[src/rtl/adc_rd_pkg.sv]
package adc_rd_pkg;

    // Frame layout as seen from the strobe: edge numbers are behavioural.
    localparam int SAMPLE_EDGES   = 32;
    localparam int CH0_FIRST_EDGE = 3;
    localparam int CH1_FIRST_EDGE = 19;

    // Strobe counts that select the low-power depth.
    localparam int NAP_PULSES     = 2;
    localparam int SLEEP_PULSES   = 4;

    typedef enum logic [2:0] {
        ST_IDLE   = 3'd0,
        ST_FRAME  = 3'd1,
        ST_PWR    = 3'd2,
        ST_DOWN   = 3'd3,
        ST_WAKE   = 3'd4,
        ST_SETTLE = 3'd5
    } ctl_state_e;

endpackage

[src/rtl/adc_rd_clkdiv.sv]
module adc_rd_clkdiv #(
    parameter int SCK_HALF = 2
) (
    input  logic clk,
    input  logic rst_n,
    input  logic en_i,
    output logic tick_o
);
    localparam int CW = (SCK_HALF > 1) ? $clog2(SCK_HALF) : 1;

    logic [CW-1:0] cnt_d, cnt_q;

    assign tick_o = en_i && (cnt_q == CW'(SCK_HALF - 1));

    always_comb begin
        cnt_d = cnt_q;
        if (!en_i || tick_o) begin
            cnt_d = '0;
        end else begin
            cnt_d = cnt_q + 1'b1;
        end
    end

    always_ff @(posedge clk) begin
        if (!rst_n) begin
            cnt_q <= '0;
        end else begin
            cnt_q <= cnt_d;
        end
    end
endmodule

[src/rtl/adc_rd_settle.sv]
module adc_rd_settle #(
    parameter int CYCLES = 250000
) (
    input  logic clk,
    input  logic rst_n,
    input  logic load_i,
    output logic done_o
);
    localparam int TW = $clog2(CYCLES + 1);

    logic [TW-1:0] cnt_d, cnt_q;

    assign done_o = (cnt_q == '0);

    always_comb begin
        cnt_d = cnt_q;
        if (load_i) begin
            cnt_d = TW'(CYCLES - 1);
        end else if (cnt_q != '0) begin
            cnt_d = cnt_q - 1'b1;
        end
    end

    always_ff @(posedge clk) begin
        if (!rst_n) begin
            cnt_q <= '0;
        end else begin
            cnt_q <= cnt_d;
        end
    end
endmodule

[src/rtl/adc_rd_unpack.sv]
module adc_rd_unpack
    import adc_rd_pkg::*;
#(
    parameter int RES_BITS = 14,
    parameter int OUT_W    = 16
) (
    input  logic [SAMPLE_EDGES-1:0]  word_i,
    output logic [1:0][OUT_W-1:0]    chan_o
);
    // Bit for edge k sits at word_i[SAMPLE_EDGES-k].
    logic [SAMPLE_EDGES-1:0] unused_word;
    assign unused_word = word_i;

    for (genvar g = 0; g < 2; g++) begin : g_ch
        localparam int TOP = SAMPLE_EDGES - ((g == 0) ? CH0_FIRST_EDGE : CH1_FIRST_EDGE);
        logic [RES_BITS-1:0] raw;
        assign raw       = word_i[TOP -: RES_BITS];
        assign chan_o[g] = {{(OUT_W - RES_BITS){raw[RES_BITS-1]}}, raw};
    end
endmodule

[src/rtl/adc_rd_ctrl.sv]
module adc_rd_ctrl
    import adc_rd_pkg::*;
#(
    parameter int SCK_HALF      = 2,
    parameter int RES_BITS      = 14,
    parameter int FRAME_EDGES   = 34,
    parameter int SETTLE_CYCLES = 250000,
    parameter int OUT_W         = 16
) (
    input  logic             clk,
    input  logic             rst_n,
    input  logic             start_i,
    input  logic             run_i,
    input  logic             nap_req_i,
    input  logic             sleep_req_i,
    input  logic             wake_req_i,
    input  logic             sdo_i,
    output logic             conv_o,
    output logic             sck_o,
    output logic [OUT_W-1:0] ch0_o,
    output logic [OUT_W-1:0] ch1_o,
    output logic             valid_o,
    output logic             idle_o,
    output logic             lowpwr_o
);
    localparam int HP_W      = $clog2(2 * FRAME_EDGES);
    localparam int HP_END    = 2 * FRAME_EDGES - 1;
    localparam int HP_LASTB  = 2 * SAMPLE_EDGES - 1;
    localparam int NAP_END   = 2 * NAP_PULSES - 1;
    localparam int SLP_END   = 2 * SLEEP_PULSES - 1;
    localparam int SR_W      = SAMPLE_EDGES - 1;

    typedef struct packed {
        ctl_state_e       st;
        logic [HP_W-1:0]  hp;
        logic             conv;
        logic             sck;
        logic [SR_W-1:0]  sr;
        logic [OUT_W-1:0] ch0;
        logic [OUT_W-1:0] ch1;
        logic             valid;
        logic             primed;
        logic             deep;
    } ctl_regs_t;

    ctl_regs_t r_d, r_q;

    logic                   tick;
    logic                   div_en;
    logic                   load_settle;
    logic                   settle_done;
    logic [HP_W-1:0]        hp_inc;
    logic [1:0][OUT_W-1:0]  chan;
    logic                   dormant_w;
    logic                   settling_w;

    assign div_en = (r_q.st == ST_FRAME) || (r_q.st == ST_PWR) || (r_q.st == ST_WAKE);

    adc_rd_clkdiv #(.SCK_HALF(SCK_HALF)) div_i (
        .clk    (clk),
        .rst_n  (rst_n),
        .en_i   (div_en),
        .tick_o (tick)
    );

    adc_rd_settle #(.CYCLES(SETTLE_CYCLES)) settle_i (
        .clk    (clk),
        .rst_n  (rst_n),
        .load_i (load_settle),
        .done_o (settle_done)
    );

    adc_rd_unpack #(.RES_BITS(RES_BITS), .OUT_W(OUT_W)) unpack_i (
        .word_i ({r_q.sr, sdo_i}),
        .chan_o (chan)
    );

    always_comb begin
        r_d         = r_q;
        r_d.valid   = 1'b0;
        load_settle = 1'b0;
        hp_inc      = r_q.hp + 1'b1;

        unique case (r_q.st)
            ST_IDLE: begin
                if (sleep_req_i || nap_req_i) begin
                    r_d.st     = ST_PWR;
                    r_d.deep   = sleep_req_i;
                    r_d.hp     = '0;
                    r_d.conv   = 1'b1;
                    r_d.primed = 1'b0;
                end else if (start_i || run_i) begin
                    r_d.st   = ST_FRAME;
                    r_d.hp   = '0;
                    r_d.conv = 1'b1;
                end
            end
            ST_FRAME: begin
                if (tick) begin
                    if (r_q.hp == HP_W'(HP_END)) begin
                        r_d.sck = 1'b0;
                        r_d.hp  = '0;
                        if (run_i) begin
                            r_d.conv = 1'b1;
                        end else begin
                            r_d.conv = 1'b0;
                            r_d.st   = ST_IDLE;
                        end
                    end else begin
                        r_d.hp   = hp_inc;
                        r_d.sck  = hp_inc[0];
                        r_d.conv = (hp_inc == HP_W'(1));
                        if (hp_inc[0]) begin
                            r_d.sr = {r_q.sr[SR_W-2:0], sdo_i};
                            if (hp_inc == HP_W'(HP_LASTB)) begin
                                if (r_q.primed) begin
                                    r_d.ch0   = chan[0];
                                    r_d.ch1   = chan[1];
                                    r_d.valid = 1'b1;
                                end
                                r_d.primed = 1'b1;
                            end
                        end
                    end
                end
            end
            ST_PWR: begin
                if (tick) begin
                    if (r_q.hp == (r_q.deep ? HP_W'(SLP_END) : HP_W'(NAP_END))) begin
                        r_d.st   = ST_DOWN;
                        r_d.conv = 1'b0;
                        r_d.hp   = '0;
                    end else begin
                        r_d.hp   = hp_inc;
                        r_d.conv = ~hp_inc[0];
                    end
                end
            end
            ST_DOWN: begin
                if (wake_req_i) begin
                    r_d.st  = ST_WAKE;
                    r_d.sck = 1'b1;
                    r_d.hp  = '0;
                end
            end
            ST_WAKE: begin
                if (tick) begin
                    if (!r_q.hp[0]) begin
                        r_d.hp  = hp_inc;
                        r_d.sck = 1'b0;
                    end else begin
                        r_d.hp = '0;
                        if (r_q.deep) begin
                            r_d.st      = ST_SETTLE;
                            load_settle = 1'b1;
                        end else begin
                            r_d.st = ST_IDLE;
                        end
                    end
                end
            end
            ST_SETTLE: begin
                if (settle_done) begin
                    r_d.st = ST_IDLE;
                end
            end
            default: begin
                r_d.st = ST_IDLE;
            end
        endcase
    end

    always_ff @(posedge clk) begin
        if (!rst_n) begin
            r_q <= '0;
        end else begin
            r_q <= r_d;
        end
    end

    assign dormant_w  = (r_q.st == ST_DOWN);
    assign settling_w = (r_q.st == ST_SETTLE);

    assign conv_o   = r_q.conv;
    assign sck_o    = r_q.sck;
    assign ch0_o    = r_q.ch0;
    assign ch1_o    = r_q.ch1;
    assign valid_o  = r_q.valid;
    assign idle_o   = (r_q.st == ST_IDLE);
    assign lowpwr_o = (r_q.st == ST_PWR) || (r_q.st == ST_WAKE) || dormant_w || settling_w;
endmodule

[config.mk]
export PLATFORM = sky130hd
export DESIGN_NAME = adc_rd_ctrl
export DESIGN_NICKNAME = d
export VERILOG_FILES = /design/src/rtl/adc_rd_pkg.sv /design/src/rtl/adc_rd_clkdiv.sv /design/src/rtl/adc_rd_settle.sv /design/src/rtl/adc_rd_unpack.sv /design/src/rtl/adc_rd_ctrl.sv
export SDC_FILE = /design/constraint.sdc
export NUM_CORES = 1
export LEC_CHECK = 0
export BUFFER_PORTS_ARGS = -buffer_cell sky130_fd_sc_hd__buf_2
export CAP_MARGIN = 10
export CORE_MARGIN = 2
export CORE_UTILIZATION = 25
export CTS_BUF_LIST = sky130_fd_sc_hd__clkbuf_4 sky130_fd_sc_hd__clkbuf_8
export CTS_CLUSTER_SIZE = 30
export DETAILED_ROUTE_END_ITERATION = 12
export PLACE_DENSITY_LB_ADDON = 0.05
export SETUP_SLACK_MARGIN = 0.02
export SLEW_MARGIN = 20
export SYNTH_ARGS = -nofsm -noshare
export SYNTH_HDL_FRONTEND = slang
export SYNTH_SLANG_ARGS = --single-unit
[constraint.sdc]
create_clock -name clk -period 8.2 [get_ports clk]
set_clock_uncertainty 0.05 [all_clocks]
set_input_delay 0.41 -clock clk [delete_from_list [all_inputs] [get_ports clk]]
set_output_delay 0.41 -clock clk [all_outputs]
set_load 0.1 [all_outputs]
==> flow_metrics.tcl <==
set metrics [dict create \
    route.detailed.drc 0 \
    outcome "finished clean" \
    num_rows 47 \
    final_util_pct 27.8 \
    fp.dieH_um 135 \
    avgSynthCellArea_um2 7.83 \
    die_x_um 135 \
    synth_edf_count 0 \
    cts_buffers 9 \
    required_ns 8.43 \
    rsz0062_at_grt "no" \
    hold_path.class "input pin to flop" \
    arrival_ns 3.34 \
    grt_pass1_wl_um 17100 \
    met1_usage_pct 16.1 \
    syn_to_final_growth_pct 8.69 \
    synth-seq-area-share_pct 42.8 \
    cts_resized 0 \
    dieArea_mm2 0.0181 \
    period_share_pct 37.9 \
    avgViaCountPerCell 4.64 \
    placed_area_mm2 0.00442 \
    met2_usage_pct 18.7 \
    synth.most_common_cell "nand2_1" \
    final_max_slew_viol_count 0 \
    cts.sinks 91 \
    timing.rr.end "r_q[76]" \
    holdPathEnd "r_q[35]" \
    initialDrtViolationCount 177 \
    clk_pin_slew_worst_paths_ns 0.10 \
    ys_async_sr_fraction_pct 0 \
    synth_top_cell_by_area "dfxtp_1" \
    irDropWorstVdd_uv 215 \
    wl_per_cell_um 13.7 \
    gr-max-usage-layer "met2" \
    drtAntennaViolNets 0 \
    min_from "sdo_i" \
    io_pins 45 \
    fin_hold_ws_ns 0.227 \
    final_cell_area_mm2 0.00463 \
    place.gp.congestion 0.769 \
    hpwlAfterDp_um 6710 \
    antenna_cells 0 \
    ys_ff_latch 91 \
    root_buffer "clkbuf_8" \
    path_class "flop to flop" \
    wirelength_um 10400 \
    start_kind "flop" \
    cts_setup_buffers 0 \
    netlist_area_mm2 0.00426 \
    rrSetupSlack_ns 5.09 \
    cp_max_fo 15 \
    r2r_cells 5 \
    finalSetupTns_ns 0 \
    hold_violations 0 \
    core-area_mm2 0.0166 \
    p_leak_nw 1.64 \
    drive_gt1_share_pct 13.8 \
    via_count 3542 \
    yosysWarnings 0 \
    grt-ovfl-total 0 \
    synth_flop_cell "dfxtp_1" \
    slew_headroom_pct 28.8 \
    max_slew.worst_pin.slew_ns 1.05 \
    final-setup-viol-count 0 \
    port_buffers 44 \
    worst_skew_pair.late_latency_ns 0.38 \
    hold_depth 3 \
    synthTopCellsByArea "dfxtp_1 43%, nand2_1 12%, a21oi_1 9.4%" \
    grtUsageTotal_pct 12.0 \
    grt_max_degree 80 \
    use_met3_pct 2.21 \
    clockBufferDepth 2 \
    antenna_found_initial 0 \
    grt_pass1_vias 3327 \
    cap_viol_max_count 0 \
    p_per_area_mw_per_mm2 298 \
    dr.pass1.iters 4 \
    nets 551 \
    cts-htree-levels 3 \
    worst_setup_path_end_kind "flop" \
    max_clock_freq_mhz 322 \
    start_util_pct 25.6 \
    synthCells 544 \
    ctsHoldBuffers 0 \
    min_period_ns 3.11 \
    post_synth_num_cell_types 50 \
    syn_nets 557 \
    cts_tree "yes" \
    synth_top_area_share_pct 42.8 \
    synth_common_cells "141 x nand2_1, 91 x dfxtp_1, 80 x a21oi_1" \
    r2r-start "settle_i.cnt_q[9]" \
]
[sequential cells by signal (all words and copies together), names as in the netlist]
name            cells
ch0_o              14
ch1_o              14
settle_i.cnt_q     18
div_i.cnt_q         1
sck_o               1
r_q                41
conv_o              1
valid_o             1
[layout make-up]
| class | count | area (µm²) |
|---|---|---|
| tap | 220 | 275 |
| fill | 1852 | 12000 |
| timing repair buffer | 49 | 258 |
| clock inverter | 4 | 48.8 |
| inverter | 10 | 37.5 |
| clock buffer | 12 | 159 |
| multi-input combinational | 377 | 2030 |
| sequential | 91 | 1820 |
[report_power, final]
group	leakage [nW]	internal [mW]	switching (mW)	total, mW
logic	0.793	0.173	0.327	0.500
clock network	0.110	0.161	0.165	0.326
registers	0.737	0.489	0.0668	0.556
[cell usage in the layout (no fill, tap or decap), types with 6 or more instances in the layout]
cell      netlist  layout
nand2_1       141     141
dfxtp_1        91      91
a21oi_1        80      80
buf_2           1      44
nor2_1         25      25
xor2_1         15      15
o211ai_1       12      12
clkbuf_8        0      11
o21ai_0        10      10
nand3_1         9       9
inv_1           8       8
nor4_1          6       6
[cells by family (layout without fill, tap and decap cells)]
kind of cell / Yosys count / in the layout / synth area share (%)
AOI/OAI and AO/OA: 137 / 137 / 19.9
xor gates and xnor gates: 18 / 18 / 3.70
adders and majority gates: 5 / 5 / 1.47
buffers and inverters: 76 / 75 / 9.72
DFF: 91 / 91 / 42.8
muxes: 2 / 2 / 0.470
and+or+nand+nor: 215 / 215 / 21.9
[metrics by stage]
step | worst slack, ns | power [mW] | cells
2_1_floorplan | 4.61 | 0.955 | 544
3_3_place_gp | 5.06 | 1.07 | 747
3_5_place_dp | 5.01 | 1.06 | 747
4_1_cts | 4.98 | 1.40 | 763
5_1_grt | 4.80 | 1.48 | 763
6_report | 5.09 | 1.38 | 763
[worst max-delay path, cell delays in order (launching register included)]
cell and delay (ns):
dfxtp_1 0.37, nor4_1 0.69, nand4_1 0.70, or2_2 0.61, a311o_1 0.38, a211oi_1 0.21
[how the worst max path moves through the flow]
stage                            startpoint       end  cells past startpoint
after floorplan                     r_q[76]    r_q[1]                      6
after global placement              r_q[68]  ch0_o[6]                      6
after detailed placement            r_q[68]  ch0_o[6]                      6
after CTS                           r_q[68]  ch0_o[6]                      6
after global routing      settle_i.cnt_q[9]   r_q[76]                      5
final                     settle_i.cnt_q[9]   r_q[76]                      5
[metal layers]
| metal | vias to the layer above | routed length, µm | part of all wire (%) |
|---|---|---|---|
| li1 | 1813 | - | - |
| met1 | 1629 | 5250 | 50 |
| met2 | 86 | 4560 | 44 |
| met3 | 14 | 427 | 4.1 |
| met4 | 0 | 199 | 1.9 |
| met5 | - | 0 | 0 |
Power figures use the tool's default switching activity.
